===== src/rtl/pair_regs.sv =====
module pair_regs #(
  parameter int BW = 8
) (
  input  logic          clk,
  input  logic          rst_n,
  input  logic          bw_en,
  input  logic [2:0]    bw_sel,
  input  logic          pcw_en,
  input  logic          pcw_hi,
  input  logic [BW-1:0] bus_in,
  input  logic [2:0]    br_sel,
  input  logic          br_pc,
  input  logic          br_pc_hi,
  output logic [BW-1:0] bus_out,
  input  logic [2:0]    w_sel,
  input  logic          w_inc,
  input  logic          w_dec,
  input  logic [2:0]    a_sel,
  input  logic          ale,
  input  logic [BW-1:0] lane_data,
  output logic [BW-1:0] addr_hi,
  output logic [BW-1:0] ad_lane
);
  localparam int WW = 2 * BW;

  logic [BW-1:0] rb [8];
  logic [WW-1:0] pc;
  logic [WW-1:0] w_cur, w_nxt, a_word;
  logic          w_act, blocked;

  always_comb begin
    if (w_sel[2]) w_cur = pc;
    else          w_cur = {rb[{w_sel[1:0], 1'b0}], rb[{w_sel[1:0], 1'b1}]};
    if (a_sel[2]) a_word = pc;
    else          a_word = {rb[{a_sel[1:0], 1'b0}], rb[{a_sel[1:0], 1'b1}]};
  end

  assign w_act   = w_inc ^ w_dec;
  assign w_nxt   = w_inc ? w_cur + 1'b1 : w_cur - 1'b1;
  assign blocked = w_sel[2] ? pcw_en : (bw_en && bw_sel[2:1] == w_sel[1:0]);

  always_ff @(posedge clk) begin
    if (!rst_n) begin
      for (int i = 0; i < 8; i++) rb[i] <= '0;
      pc <= '0;
    end else begin
      if (w_act && !blocked) begin
        if (w_sel[2]) pc <= w_nxt;
        else begin
          rb[{w_sel[1:0], 1'b0}] <= w_nxt[WW-1:BW];
          rb[{w_sel[1:0], 1'b1}] <= w_nxt[BW-1:0];
        end
      end
      if (bw_en) rb[bw_sel] <= bus_in;
      if (pcw_en) begin
        if (pcw_hi) pc[WW-1:BW] <= bus_in;
        else        pc[BW-1:0]  <= bus_in;
      end
    end
  end

  assign bus_out = br_pc ? (br_pc_hi ? pc[WW-1:BW] : pc[BW-1:0]) : rb[br_sel];
  assign addr_hi = a_word[WW-1:BW];
  assign ad_lane = ale ? a_word[BW-1:0] : lane_data;
endmodule



===== config.mk =====
export PLATFORM = sky130hd
export DESIGN_NAME = pair_regs
export DESIGN_NICKNAME = d
export VERILOG_FILES = /design/src/rtl/pair_regs.sv
export SDC_FILE = /design/constraint.sdc
export NUM_CORES = 1
export LEC_CHECK = 0
export CAP_MARGIN = 0
export CORE_ASPECT_RATIO = 1.1
export CORE_MARGIN = 2
export CORE_UTILIZATION = 45
export DETAILED_ROUTE_END_ITERATION = 16
export PLACE_DENSITY_LB_ADDON = 0.12
export SLEW_MARGIN = 0
export SYNTH_ARGS = -nofsm -noshare
export SYNTH_HDL_FRONTEND = slang
export SYNTH_SLANG_ARGS = --single-unit

===== constraint.sdc =====
create_clock -name clk -period 4.81 [get_ports clk]
set_clock_uncertainty 0.1 [all_clocks]
set_input_delay 0.481 -clock clk [delete_from_list [all_inputs] [get_ports clk]]
set_output_delay 0.481 -clock clk [all_outputs]
set_load 0.01 [all_outputs]

# After elaboration in Yosys (flattened, before gate mapping)
# Memory sizes are Yosys's and may differ from the RTL's.
# Cells that the tools add are included.
[op_classes] n_addsub=2 multipliers=0 div=0 magnitude_cmp=0 eq_ne=1 n_shift=0 mux=29 bitwise=1 reduce_logical=6
[op_table] operator="16-bit two-way mux" count=6
[op_table] operator="8-bit two-way mux" count=8
[op_table] operator="8-bit OR reduction" count=3
[op_table] operator="16-bit by 1-bit adder with 16-bit output (second input constant)" count=1
[op_table] operator="16-bit by 1-bit subtractor with 16-bit output (second input constant)" count=1
[op_table] operator="1-bit two-way mux" count=12
[op_table] operator="3-bit two-way mux" count=3
[op_table] operator="2-bit == test" count=1
[op_table] operator="1-bit logical AND" count=2
[op_table] operator="1-bit logical NOT" count=1
[op_table] operator="1-bit XOR" count=1
[totals] ff_bits=16 latch_bits=0 mem_bits_rw=64 rom_bits=0 input_bits=38 output_inout_bits=24 wordCells=41 mem_count=1
[mem_list] memory="rb" depth=8 word_bits=8 rd=5 rd_ports_with_merged_regs=0 write_ports=8 line_no="26" text="logic [BW-1:0] rb [8];"

# Logic depth before layout (Yosys ltp)
[depth] ltp_word=10 mapped_depth=12 mapped_depth_nobuf=9

# Worst setup path before layout
# Ideal clock, no wire load.
[synth_path] kind="input-to-reg" start="input port w_sel[0]" end="memory rb[0][2] (data pin)" arrival_time_ns=3.415 required_time_ns=4.454 setup_slack_ns=1.039 path_stages=11 n_path_buf=2 path_cell_list="buf_2 buf_2 mux4_2 mux2_2 fa_1 a211oi_1 o21ai_0 a31o_2 a21oi_1 xnor2_1 a22o_1"
[synth_lines] item="start: declaration" line_no="15" text="input logic [2:0] w_sel,"
[synth_lines] item="end: declaration" line_no="26"

==> flow_results.xml <==
<?xml version="1.0" encoding="UTF-8"?>
<metrics>
  <group name="run_status">
    <metric name="status" unit="">completed</metric>
  </group>
  <group name="routing">
    <metric name="avgRoutedWirePerCell" unit="um">23.87</metric>
    <metric name="ant_nets" unit="">0</metric>
    <metric name="via_per_inst" unit="">6.451</metric>
    <metric name="drtIter0Drc" unit="">505</metric>
    <metric name="routed_wirelength" unit="mm">19.07</metric>
    <metric name="post-route-drc-count" unit="">0</metric>
    <metric name="drtPass1Iterations" unit="">5</metric>
    <metric name="via_count" unit="">5154</metric>
  </group>
  <group name="timing">
    <metric name="setup_repair_after_global_routing_missed_its_margin" unit="">false</metric>
    <metric name="hold_viol_final" unit="">0</metric>
    <metric name="max_slew_margin" unit="">0.4394</metric>
    <metric name="finalSetupViolations" unit="">0</metric>
    <metric name="timing.final.crit_period" unit="ps">4001</metric>
    <metric name="finalHoldWorstSlack" unit="ps">450.2</metric>
    <metric name="final.period_utilization" unit="">0.8319</metric>
    <metric name="timing.setup.tns" unit="ps">0</metric>
    <metric name="fmax" unit="GHz">0.2499</metric>
    <metric name="worst_pin_slew" unit="ps">838.3</metric>
    <metric name="final_max_slew_viol_count" unit="">0</metric>
    <metric name="fin_ws" unit="ps">808.8</metric>
  </group>
  <group name="final_layout">
    <metric name="drive_above_1_share" unit="">0.1849</metric>
    <metric name="utilization_after_layout" unit="">0.5357</metric>
    <metric name="num_antenna_cells" unit="">0</metric>
    <metric name="final-instance-count-excl-fill" unit="">799</metric>
    <metric name="final_nets" unit="">661</metric>
    <metric name="areaGrowthSynthToFinish" unit="%">17.14</metric>
  </group>
  <group name="synth">
    <metric name="syn-num-nets" unit="">621</metric>
    <metric name="synthCells" unit="">566</metric>
    <metric name="yosys_warnings" unit="">0</metric>
    <metric name="ys_dominant_reg_cell" unit="">sky130_fd_sc_hd__edfxtp_1</metric>
    <metric name="sequential_share_of_the_synthesized_area" unit="">0.3583</metric>
    <metric name="synth-seq-cells" unit="">80</metric>
    <metric name="avgSynthCellArea" unit="um2">11.06</metric>
    <metric name="mappedNetlistArea" unit="um2">6257</metric>
    <metric name="async_flop_share" unit="">0</metric>
    <metric name="synth-edff-count" unit="">64</metric>
    <metric name="yosysUniqueCellTypes" unit="">58</metric>
  </group>
  <group name="clocking">
    <metric name="post_cts_setup_buffer_count" unit="">0</metric>
    <metric name="cts_tree" unit="">done</metric>
    <metric name="clock_tree.htree_level_count" unit="">3</metric>
    <metric name="post_cts_resize_count" unit="">0</metric>
    <metric name="cts-root-buf" unit="">sky130_fd_sc_hd__clkbuf_16</metric>
    <metric name="cts_buffers" unit="">9</metric>
    <metric name="ctsHoldBuffers" unit="">0</metric>
    <metric name="clock_insertion_delay_worst_skew" unit="ps">330</metric>
    <metric name="clk_pin_slew" unit="ps">60</metric>
    <metric name="cts_buffer_depth" unit="">2</metric>
    <metric name="numClockSinks" unit="">80</metric>
  </group>
  <group name="setup_path">
    <metric name="timing.critical_path.slowest_stage_cell" unit="">sky130_fd_sc_hd__mux4_2</metric>
    <metric name="cp_data_arrival_time" unit="ps">3990</metric>
    <metric name="slowest_delay" unit="ps">530</metric>
    <metric name="setup.worst_path.class" unit="">in2reg</metric>
    <metric name="timing.critical_path.required" unit="ps">4800</metric>
    <metric name="critPathMaxFanout" unit="">23</metric>
    <metric name="cp-start-kind" unit="">input pin</metric>
    <metric name="capturing_element_type_of_the_critical_path" unit="">flop</metric>
    <metric name="critical_path.cell_chain" unit="">clkdlybuf4s50_1 &gt; buf_12 &gt; mux4_2 &gt; mux2_2 &gt; fa_1 &gt; a211oi_1 &gt; o21ai_0 &gt; a31o_2 &gt; a21oi_1 &gt; xnor2_1 &gt; a22o_1</metric>
  </group>
  <group name="pwr">
    <metric name="irDropWorstVdd" unit="mV">0.1557</metric>
    <metric name="switching_power" unit="uW">671.9</metric>
    <metric name="share_clk_of_total_power" unit="">0.310</metric>
    <metric name="p_leak" unit="nW">2.753</metric>
    <metric name="pwr-share-seq" unit="">0.392</metric>
    <metric name="power.share.switching" unit="">0.3106</metric>
    <metric name="powerDensity" unit="nW/um2">295.2</metric>
    <metric name="power.combinational.fraction" unit="">0.298</metric>
    <metric name="power.internal" unit="mW">1.491</metric>
  </group>
  <group name="floorplanning">
    <metric name="floorplan.die_area" unit="um2">14870</metric>
    <metric name="initial_utilization" unit="">0.4573</metric>
    <metric name="die-width" unit="um">116.4</metric>
    <metric name="num_rows" unit="">45</metric>
    <metric name="fp.dieH" unit="um">127.7</metric>
    <metric name="core_area" unit="um2">13680</metric>
    <metric name="num_io_pins" unit="">62</metric>
  </group>
  <group name="place">
    <metric name="dp_slack" unit="ps">490.2</metric>
    <metric name="place_congestion" unit="">0.9187</metric>
    <metric name="placedCellCount" unit="">783</metric>
    <metric name="port-buffer-count" unit="">61</metric>
    <metric name="detailed_place_hpwl" unit="mm">14.89</metric>
  </group>
  <group name="global_route">
    <metric name="maximum_number_of_pins_on_one_net_before_global_route_repair" unit="">25</metric>
    <metric name="grt_overflow_total" unit="">0</metric>
    <metric name="grt_usage" unit="">0.2610</metric>
    <metric name="number_of_global_route_vias_before_repair" unit="">4870</metric>
    <metric name="grt_antenna_before_repair" unit="">0</metric>
    <metric name="grt_pass1_wl" unit="mm">28.68</metric>
  </group>
  <group name="min_path">
    <metric name="hp-class" unit="">reg2reg</metric>
  </group>
  <group name="job">
    <metric name="cap_viol_max_count" unit="">0</metric>
  </group>
</metrics>
## Yosys cell counts (3+ instances only)
| cell type | count | area, um2 |
|---|---|---|
| sky130_fd_sc_hd__nand4_1 | 6 | 37.54 |
| sky130_fd_sc_hd__ha_1 | 16 | 200.2 |
| sky130_fd_sc_hd__buf_2 | 13 | 65.06 |
| sky130_fd_sc_hd__or3_1 | 11 | 68.82 |
| sky130_fd_sc_hd__nor2b_1 | 9 | 56.30 |
| sky130_fd_sc_hd__buf_1 | 11 | 41.29 |
| sky130_fd_sc_hd__a31oi_1 | 3 | 18.77 |
| sky130_fd_sc_hd__nand2b_1 | 4 | 25.02 |
| sky130_fd_sc_hd__mux2_2 | 22 | 247.7 |
| sky130_fd_sc_hd__nor2_1 | 27 | 101.4 |
| sky130_fd_sc_hd__mux2i_1 | 23 | 230.2 |
| sky130_fd_sc_hd__o22ai_1 | 6 | 37.54 |
| sky130_fd_sc_hd__a22o_1 | 52 | 455.4 |
| sky130_fd_sc_hd__a21o_1 | 11 | 82.58 |
| sky130_fd_sc_hd__a21oi_1 | 36 | 180.2 |
| sky130_fd_sc_hd__a211oi_1 | 11 | 82.58 |
| sky130_fd_sc_hd__o21ai_0 | 20 | 100.1 |
| sky130_fd_sc_hd__nand3_1 | 13 | 65.06 |
| sky130_fd_sc_hd__and2_1 | 3 | 18.77 |
| sky130_fd_sc_hd__nand2_1 | 49 | 183.9 |
| sky130_fd_sc_hd__o211ai_1 | 3 | 22.52 |
| sky130_fd_sc_hd__o21bai_1 | 3 | 22.52 |
| sky130_fd_sc_hd__clkbuf_1 | 23 | 86.33 |
| sky130_fd_sc_hd__xor2_1 | 7 | 61.31 |
| sky130_fd_sc_hd__nor3_1 | 6 | 30.03 |
| sky130_fd_sc_hd__mux4_2 | 47 | 1059 |
| sky130_fd_sc_hd__dfxtp_1 | 16 | 320.3 |
| sky130_fd_sc_hd__inv_1 | 6 | 22.52 |
| sky130_fd_sc_hd__edfxtp_1 | 64 | 1922 |
| sky130_fd_sc_hd__xnor2_1 | 9 | 78.83 |
## routing by layer
metal | track usage | part of all wire
met3 | 0.02790 | 0.075
met2 | 0.4330 | 0.49
met4 | 0.07073 | 0.017
met5 | 0 | 0
met1 | 0.3656 | 0.42
## through the flow
step / power [mW] / area [um2]
2_1_floorplan: 1.266 / 6257
3_3_place_gp: 1.483 / 7033
3_5_place_dp: 1.494 / 7033
4_1_cts: 2.156 / 7330
5_1_grt: 2.253 / 7330
6_report: 2.163 / 7330
## cells by family after synthesis
group / synth area share
multiplexers: 0.2456
flip-flops: 0.3583
AND/OR/NAND/NOR: 0.1098
AO/OA/AOI/OAI: 0.1896
buffers and inverters: 0.03919
XOR/XNOR: 0.02240
adder cells (fa/ha/maj): 0.03519
## cell type report
type                            instances  area [um2]
Timing Repair Buffer                   79       758.2
Clock buffer                           10       229.0
Tap cell                              188       235.2
Inverter                                6       22.52
Sequential cell                        80        2242
Clock inverter                          6       67.56
Multi-Input combinational cell        430        3775
Fill cell                            1211        6352
## worst max-delay path, delay by kind of cell
kind	cells	cell delay (ps)
compound gates	5	1280
xor+xnor	1	200
fa+ha+maj	1	430
buf+inv	2	710
mux	2	850
## state kept, by name (all words and copies together), names as in the netlist
register / cells
pc: 16
rb: 64
## placed cells by master (no fill, tap or decap), types with 2 or more instances in the layout
master / count
sky130_fd_sc_hd__mux2i_1: 23
sky130_fd_sc_hd__a21oi_1: 36
sky130_fd_sc_hd__nand2b_1: 4
sky130_fd_sc_hd__o211a_1: 2
sky130_fd_sc_hd__clkdlybuf4s50_1: 61
sky130_fd_sc_hd__inv_1: 6
sky130_fd_sc_hd__xnor2_1: 9
sky130_fd_sc_hd__dfxtp_1: 16
sky130_fd_sc_hd__o22ai_1: 6
sky130_fd_sc_hd__nand4_1: 6
sky130_fd_sc_hd__ha_1: 16
sky130_fd_sc_hd__nor2b_1: 9
sky130_fd_sc_hd__o21bai_1: 3
sky130_fd_sc_hd__nor2_1: 27
sky130_fd_sc_hd__nand2_1: 49
sky130_fd_sc_hd__o21ai_0: 20
sky130_fd_sc_hd__nor2_2: 2
sky130_fd_sc_hd__buf_4: 17
sky130_fd_sc_hd__a21o_1: 11
sky130_fd_sc_hd__and2_1: 3
sky130_fd_sc_hd__or3_1: 11
sky130_fd_sc_hd__a311oi_1: 2
sky130_fd_sc_hd__or3b_2: 2
sky130_fd_sc_hd__o211ai_1: 3
sky130_fd_sc_hd__nand3b_1: 2
sky130_fd_sc_hd__a211oi_1: 11
sky130_fd_sc_hd__xor2_1: 7
sky130_fd_sc_hd__clkinvlp_4: 2
sky130_fd_sc_hd__edfxtp_1: 64
sky130_fd_sc_hd__a22o_1: 52
sky130_fd_sc_hd__clkbuf_16: 9
sky130_fd_sc_hd__nor3_1: 6
sky130_fd_sc_hd__a31oi_1: 3
sky130_fd_sc_hd__a2111oi_0: 2
sky130_fd_sc_hd__mux2_2: 22
sky130_fd_sc_hd__mux4_2: 47
sky130_fd_sc_hd__nand3_1: 13
sky130_fd_sc_hd__and3_1: 2
## worst paths after layout
check,startpoint,endpoint,slack (ps),cells after the start
setup / recovery,w_sel[0],rb[2][2],810,11
hold reg to reg,pc[3],pc[3],450,2
setup reg to reg,rb[4][0],rb[4][3],1300,9
hold / removal,pc[3],pc[3],450,2
## power groups by stage
stage               Sequential [mW]  Combinational (mW)  Clock, mW
finish                        0.849               0.644      0.670
global placement              0.858               0.625          0
CTS                           0.845               0.637      0.674
global route                  0.851               0.697      0.705
floorplan                     0.832               0.433          0
detailed placement            0.860               0.634          0
(Power assumes the default switching activity.)
